$ cat src/rtl/nand_ecc_pkg.sv
`timescale 1ns/1ps
package nand_ecc_pkg;
  localparam int COL_TERMS  = 3;
  localparam int LINE_TERMS = 9;
  localparam int TERMS      = COL_TERMS + LINE_TERMS;
  localparam int BUS_LANES  = 2;
  localparam int ODD_BASE   = 16;

  typedef struct packed {
    logic [TERMS-1:0] odd;
    logic [TERMS-1:0] even;
  } par_t;

  function automatic logic [7:0] col_mask(input int k);
    logic [7:0] m;
    for (int i = 0; i < 8; i++) m[i] = ((i >> k) & 1) == 1;
    return m;
  endfunction

  function automatic logic [31:0] raw_of(input par_t p);
    logic [31:0] r;
    r = '0;
    r[TERMS-1:0] = p.even;
    r[ODD_BASE +: TERMS] = p.odd;
    return r;
  endfunction
endpackage

$ cat src/rtl/nand_ecc_byte_term.sv
`timescale 1ns/1ps
module nand_ecc_byte_term
  import nand_ecc_pkg::*;
#(
  parameter int ADDR_W = LINE_TERMS
) (
  input  logic              en_i,
  input  logic [7:0]        byte_i,
  input  logic [ADDR_W-1:0] addr_i,
  output par_t              term_o
);
  logic [7:0] b;
  logic       row_par;

  assign b       = en_i ? byte_i : 8'h00;
  assign row_par = ^b;

  for (genvar k = 0; k < COL_TERMS; k++) begin : g_col
    localparam logic [7:0] MaskOdd = col_mask(k);
    assign term_o.odd[k]  = ^(b & MaskOdd);
    assign term_o.even[k] = ^(b & ~MaskOdd);
  end

  for (genvar j = 0; j < ADDR_W; j++) begin : g_line
    assign term_o.odd[COL_TERMS+j]  = row_par & addr_i[j];
    assign term_o.even[COL_TERMS+j] = row_par & ~addr_i[j];
  end
endmodule

$ cat src/rtl/nand_ecc_sector_cnt.sv
`timescale 1ns/1ps
module nand_ecc_sector_cnt #(
  parameter int ADDR_W = 9,
  parameter int FIELD_W = ADDR_W - 1
) (
  input  logic               clk_i,
  input  logic               rst_ni,
  input  logic               clr_i,
  input  logic               adv_i,
  input  logic               wide_i,
  input  logic [FIELD_W-1:0] size_field_i,
  output logic [ADDR_W-1:0]  addr_o,
  output logic               done_o
);
  localparam int CNT_W = ADDR_W + 1;

  logic [CNT_W-1:0] cnt_q, cnt_nxt, limit;
  logic             done_q;

  assign limit   = CNT_W'({size_field_i, 1'b0}) + CNT_W'(2);
  assign cnt_nxt = cnt_q + (wide_i ? CNT_W'(2) : CNT_W'(1));

  always_ff @(posedge clk_i or negedge rst_ni) begin
    if (!rst_ni) begin
      cnt_q  <= '0;
      done_q <= 1'b0;
    end else if (clr_i) begin
      cnt_q  <= '0;
      done_q <= 1'b0;
    end else if (adv_i) begin
      cnt_q  <= cnt_nxt;
      done_q <= (cnt_nxt >= limit);
    end
  end

  assign addr_o = cnt_q[ADDR_W-1:0];
  assign done_o = done_q;
endmodule

$ cat src/rtl/nand_ecc_accum.sv
`timescale 1ns/1ps
module nand_ecc_accum
  import nand_ecc_pkg::*;
(
  input  logic clk_i,
  input  logic rst_ni,
  input  logic clr_i,
  input  logic adv_i,
  input  par_t term_i,
  output par_t acc_o
);
  par_t acc_q;

  always_ff @(posedge clk_i or negedge rst_ni) begin
    if (!rst_ni)    acc_q <= '0;
    else if (clr_i) acc_q <= '0;
    else if (adv_i) acc_q <= acc_q ^ term_i;
  end

  assign acc_o = acc_q;
endmodule

$ cat src/rtl/nand_ecc_pack.sv
`timescale 1ns/1ps
module nand_ecc_pack (
  input  logic [31:0] raw_i,
  output logic [23:0] code_o
);
  assign code_o[7:0]   = raw_i[7:0];
  assign code_o[15:8]  = raw_i[23:16];
  assign code_o[19:16] = raw_i[11:8];
  assign code_o[23:20] = raw_i[27:24];
endmodule

$ cat src/rtl/nand_ecc_gen.sv
`timescale 1ns/1ps
module nand_ecc_gen
  import nand_ecc_pkg::*;
#(
  parameter int CS_W = 3
) (
  input  logic                      clk_i,
  input  logic                      rst_ni,
  input  logic                      clr_i,
  input  logic                      cfg_en_i,
  input  logic [CS_W-1:0]           cfg_cs_i,
  input  logic                      cfg_wide_i,
  input  logic [LINE_TERMS-2:0]     size_field_i,
  input  logic                      beat_vld_i,
  input  logic [CS_W-1:0]           beat_cs_i,
  input  logic [8*BUS_LANES-1:0]    beat_data_i,
  output logic [31:0]               raw_o,
  output logic [23:0]               code_o,
  output logic                      done_o
);
  localparam int ADDR_W = LINE_TERMS;

  logic              accept;
  logic [ADDR_W-1:0] base_addr;
  par_t              lane_term [BUS_LANES];
  par_t              beat_term;
  par_t              acc;

  assign accept = beat_vld_i & cfg_en_i & (beat_cs_i == cfg_cs_i) & ~done_o & ~clr_i;

  nand_ecc_sector_cnt #(.ADDR_W(ADDR_W)) u_cnt (
    .clk_i       (clk_i),
    .rst_ni      (rst_ni),
    .clr_i       (clr_i),
    .adv_i       (accept),
    .wide_i      (cfg_wide_i),
    .size_field_i(size_field_i),
    .addr_o      (base_addr),
    .done_o      (done_o)
  );

  for (genvar l = 0; l < BUS_LANES; l++) begin : g_lane
    logic lane_en;
    if (l == 0) begin : g_first
      assign lane_en = 1'b1;
    end else begin : g_extra
      assign lane_en = cfg_wide_i;
    end
    nand_ecc_byte_term #(.ADDR_W(ADDR_W)) u_term (
      .en_i  (lane_en),
      .byte_i(beat_data_i[8*l +: 8]),
      .addr_i(base_addr + ADDR_W'(l)),
      .term_o(lane_term[l])
    );
  end

  always_comb begin
    beat_term = '0;
    for (int l = 0; l < BUS_LANES; l++) beat_term = beat_term ^ lane_term[l];
  end

  nand_ecc_accum u_acc (
    .clk_i (clk_i),
    .rst_ni(rst_ni),
    .clr_i (clr_i),
    .adv_i (accept),
    .term_i(beat_term),
    .acc_o (acc)
  );

  assign raw_o = raw_of(acc);

  nand_ecc_pack u_pack (
    .raw_i (raw_o),
    .code_o(code_o)
  );
endmodule

$ cat config.mk
export PLATFORM = sky130hd
export DESIGN_NAME = nand_ecc_gen
export DESIGN_NICKNAME = d
export VERILOG_FILES = /design/src/rtl/nand_ecc_pkg.sv /design/src/rtl/nand_ecc_byte_term.sv /design/src/rtl/nand_ecc_sector_cnt.sv /design/src/rtl/nand_ecc_accum.sv /design/src/rtl/nand_ecc_pack.sv /design/src/rtl/nand_ecc_gen.sv
export SDC_FILE = /design/constraint.sdc
export NUM_CORES = 1
export LEC_CHECK = 0
export ABC_AREA = 0
export CAP_MARGIN = 25
export CORE_MARGIN = 2
export CORE_UTILIZATION = 50
export DETAILED_ROUTE_END_ITERATION = 10
export PLACE_DENSITY = 0.82
export SLEW_MARGIN = 20
export SYNTH_ARGS = -nofsm -noshare
export SYNTH_HDL_FRONTEND = slang
export SYNTH_SLANG_ARGS = --single-unit
$ cat constraint.sdc
create_clock -name clk_i -period 6.5 [get_ports clk_i]
set_input_delay 0.65 -clock clk_i [delete_from_list [all_inputs] [get_ports clk_i]]
set_output_delay 0.65 -clock clk_i [all_outputs]
set_load 0.02 [all_outputs]
==> results_dict.tcl <==
set metrics [dict create \
    worst_pin_slew_ns 1.01 \
    track_usage_pct 21.9 \
    timing.final.ws_setup_ns 3.15 \
    wirelength_um 8430 \
    synth_compound_area_share_pct 15.4 \
    initial_core_util_pct 52.4 \
    cts-htree-levels 2 \
    synth_flop_cell "dfrtp_1" \
    synthSimpleGateAreaFrac_pct 24.6 \
    dpl_worst_slack_ns 2.85 \
    ys_ff_latch 35 \
    insertedDiodeCount 0 \
    cts_setup_buffers 0 \
    ys_seq_area_share_pct 24.3 \
    fin_tns_setup_ns 0 \
    crit_fanout 8 \
    rsz0062_at_grt "false" \
    ys_top_cells_by_count "nor2_1 (48), nand2_1 (36), dfrtp_1 (35), xnor2_1 (35), buf_4 (33)" \
    crit_family "buffers and inverters" \
    synthArstFlopShare_pct 100 \
    min_period_over_period_pct 51.6 \
    fin_crit_ns 3.35 \
    drv_slew 0 \
    met3_usage_pct 3.54 \
    drtIter0Drc 188 \
    ys_types 49 \
    vdd_drop_max_mv 0.0766 \
    synth-edff-count 0 \
    cts_hold_buf 0 \
    busiest_layer "met2" \
    grt_max_degree 60 \
    drive_gt1_share_pct 5.12 \
    drv_cap 0 \
    synth_xor_area_share_pct 17.1 \
    area_growth_pct 19.3 \
    drtPass1Iterations 4 \
    avgRoutedWirePerCell_um 14.4 \
    row_count 30 \
    synthesis.area_per_instance_um2 8.07 \
    num_vias 3257 \
    fmax_mhz 298 \
    yosysMostFrequentCell "nor2_1" \
    dpl.hpwl_um 6150 \
    synth_top_area_cell "dfrtp_1" \
    root_buffer "clkbuf_8" \
    drc 0 \
    critPathCaptureType "flip-flop" \
    grt_overflow 0 \
    post_cts_resized 0 \
    nNetsFinal 538 \
    die_w_um 88.8 \
    synth_cells 446 \
    min_path_type "in2async" \
    yosys_warnings 0 \
    total_leakage_power_nw 1.68 \
    port-buffer-count 84 \
    crit_chain "clkdlybuf4s50_1, inv_1, ha_1, a21oi_1, nor3_1, nand3_1, xnor2_1, ha_1, and3_1, a22o_1, o31ai_1, o21ai_0" \
    grtUsageMet2_pct 38.0 \
    synth_area_leaders "dfrtp_1 (24%), xnor2_1 (8.5%), buf_4 (6.9%)" \
    synth_top_area_share_pct 24.3 \
    pin_count 93 \
    yosys.area_share.adder_pct 5.08 \
    grt_pass1_wl_um 13800 \
    numCtsBuffers 5 \
    viasPerCell 5.58 \
    netlist_area_mm2 0.00360 \
    critPathSlowestCell "clkdlybuf4s50_1" \
    clk_pin_slew_worst_paths_ns 0.08 \
    path_buf_inv 2 \
    cts_tree "yes" \
    worst_setup_path_start_kind "primary input" \
    synth.area.mux_share_pct 1.95 \
    status "finished, final reports clean" \
    critical_path_arrival_ns 3.53 \
    path_common_cell "ha_1" \
    die_area_mm2 0.00789 \
    ant_nets 0 \
    cp_data_required_time_ns 6.67 \
    slowest_delay_ns 0.57 \
    finalSetupViolCount 0 \
    crit_type "in2reg" \
    antenna_found_initial 0 \
    fin_skew_ns 0.00554 \
    gp_congestion 0.857 \
    core_area_mm2 0.00687 \
    grt_pass1_vias 3125 \
    cts_max_path_buffers 2 \
    worstSkewPairLatency_ns 0.29 \
    met1_usage_pct 28.1 \
    p_per_area_mw_per_mm2 152 \
    synth_top_family_by_area "simple AND/OR/NAND/NOR gates" \
    cts_num_sinks 35 \
    max-slew-margin-rel_pct 32.8 \
    finalHoldViolations 0 \
    die_h_um 88.8 \
]
worst reg2reg max path, stage by stage, from the launching register on:
cell	delay, ns
dfrtp_1	0.51
ha_1	0.34
a21oi_1	0.10
nor3_1	0.40
nand3_1	0.21
xnor2_1	0.18
ha_1	0.31
and3_1	0.16
a22o_1	0.23
o31ai_1	0.17
o21ai_0	0.11
layout make-up:
cell class,count,area (µm²)
repair buffers,86,846
fillers,592,2580
clock inverters,1,5.00
flip-flops and latches,35,876
inverters,7,26.3
clock buffers,6,82.6
multi-input cells,353,2340
well taps,96,120
through the flow:
stage	area (µm²)	instances	hold slack, ns	utilization [%]	power, mW
5_1_grt	4290	584	0.510	62.5	0.687
4_1_cts	4290	584	0.484	62.5	0.656
3_3_place_gp	4200	577	0.557	61.2	0.478
3_5_place_dp	4200	577	0.567	61.2	0.487
2_1_floorplan	3620	453	0.354	-	0.419
6_report	4290	584	0.459	62.5	0.651
cell families after synthesis:
logic type,count (synthesis)
AO/OA/AOI/OAI,85
buffers and inverters,65
adder cells (fa/ha/maj),14
other,1
AND/OR/NAND/NOR,173
XOR/XNOR,66
multiplexers,7
flip-flops,35
cells in the final DEF (no fill, tap or decap), types with 8 or more instances in the layout:
cell / instances
xnor2_1: 35
conb_1: 8
ha_1: 13
nor2_1: 48
o211ai_1: 12
clkdlybuf4s50_1: 82
or3_1: 10
xor2_1: 26
nor4_1: 18
nand3_1: 15
o21ai_0: 18
a21oi_1: 21
nand2_1: 36
dfrtp_1: 35
nand2b_1: 19
flip-flops by register name, summed over array words and instances, names as in the netlist:
signal	cells
u_cnt.done_o	1
u_acc.acc_o	24
u_cnt.cnt_q	10
report_power, final:
group | leakage, nW | total (mW) | switching (mW) | internal (mW)
clock network | 0.0470 | 0.168 | 0.0842 | 0.0833
registers | 0.488 | 0.231 | 0.00747 | 0.223
logic | 1.14 | 0.253 | 0.150 | 0.103
total | 1.68 | 0.651 | 0.242 | 0.409
metal layers:
metal	share of wire [%]	wire [µm]	vias to the layer above
met2	48	4080	114
met1	44	3720	1538
met3	5.9	501	14
met4	1.5	124	0
met5	0	0	-
li1	-	-	1591
path summary, 6_finish.rpt:
path / start / endpoint / slack, ns / depth (start not counted)
worst min register to register: u_acc.acc_o[12]$_DFFE_PN0P_ / u_acc.acc_o[12]$_DFFE_PN0P_ / 0.57 / 2
min in group clk_i: u_acc.acc_o[12]$_DFFE_PN0P_ / u_acc.acc_o[12]$_DFFE_PN0P_ / 0.57 / 2
max in group asynchronous: rst_ni / u_acc.acc_o[0]$_DFFE_PN0P_ / 5.51 / 1
worst max-delay path: cfg_wide_i / u_cnt.done_o$_DFFE_PN0P_ / 3.15 / 12
worst min-delay path: rst_ni / u_acc.acc_o[18]$_DFFE_PN0P_ / 0.46 / 1
worst max register to register: u_cnt.cnt_q[1]$_DFFE_PN0P_ / u_cnt.done_o$_DFFE_PN0P_ / 3.66 / 10
(Power assumes the default switching activity.)
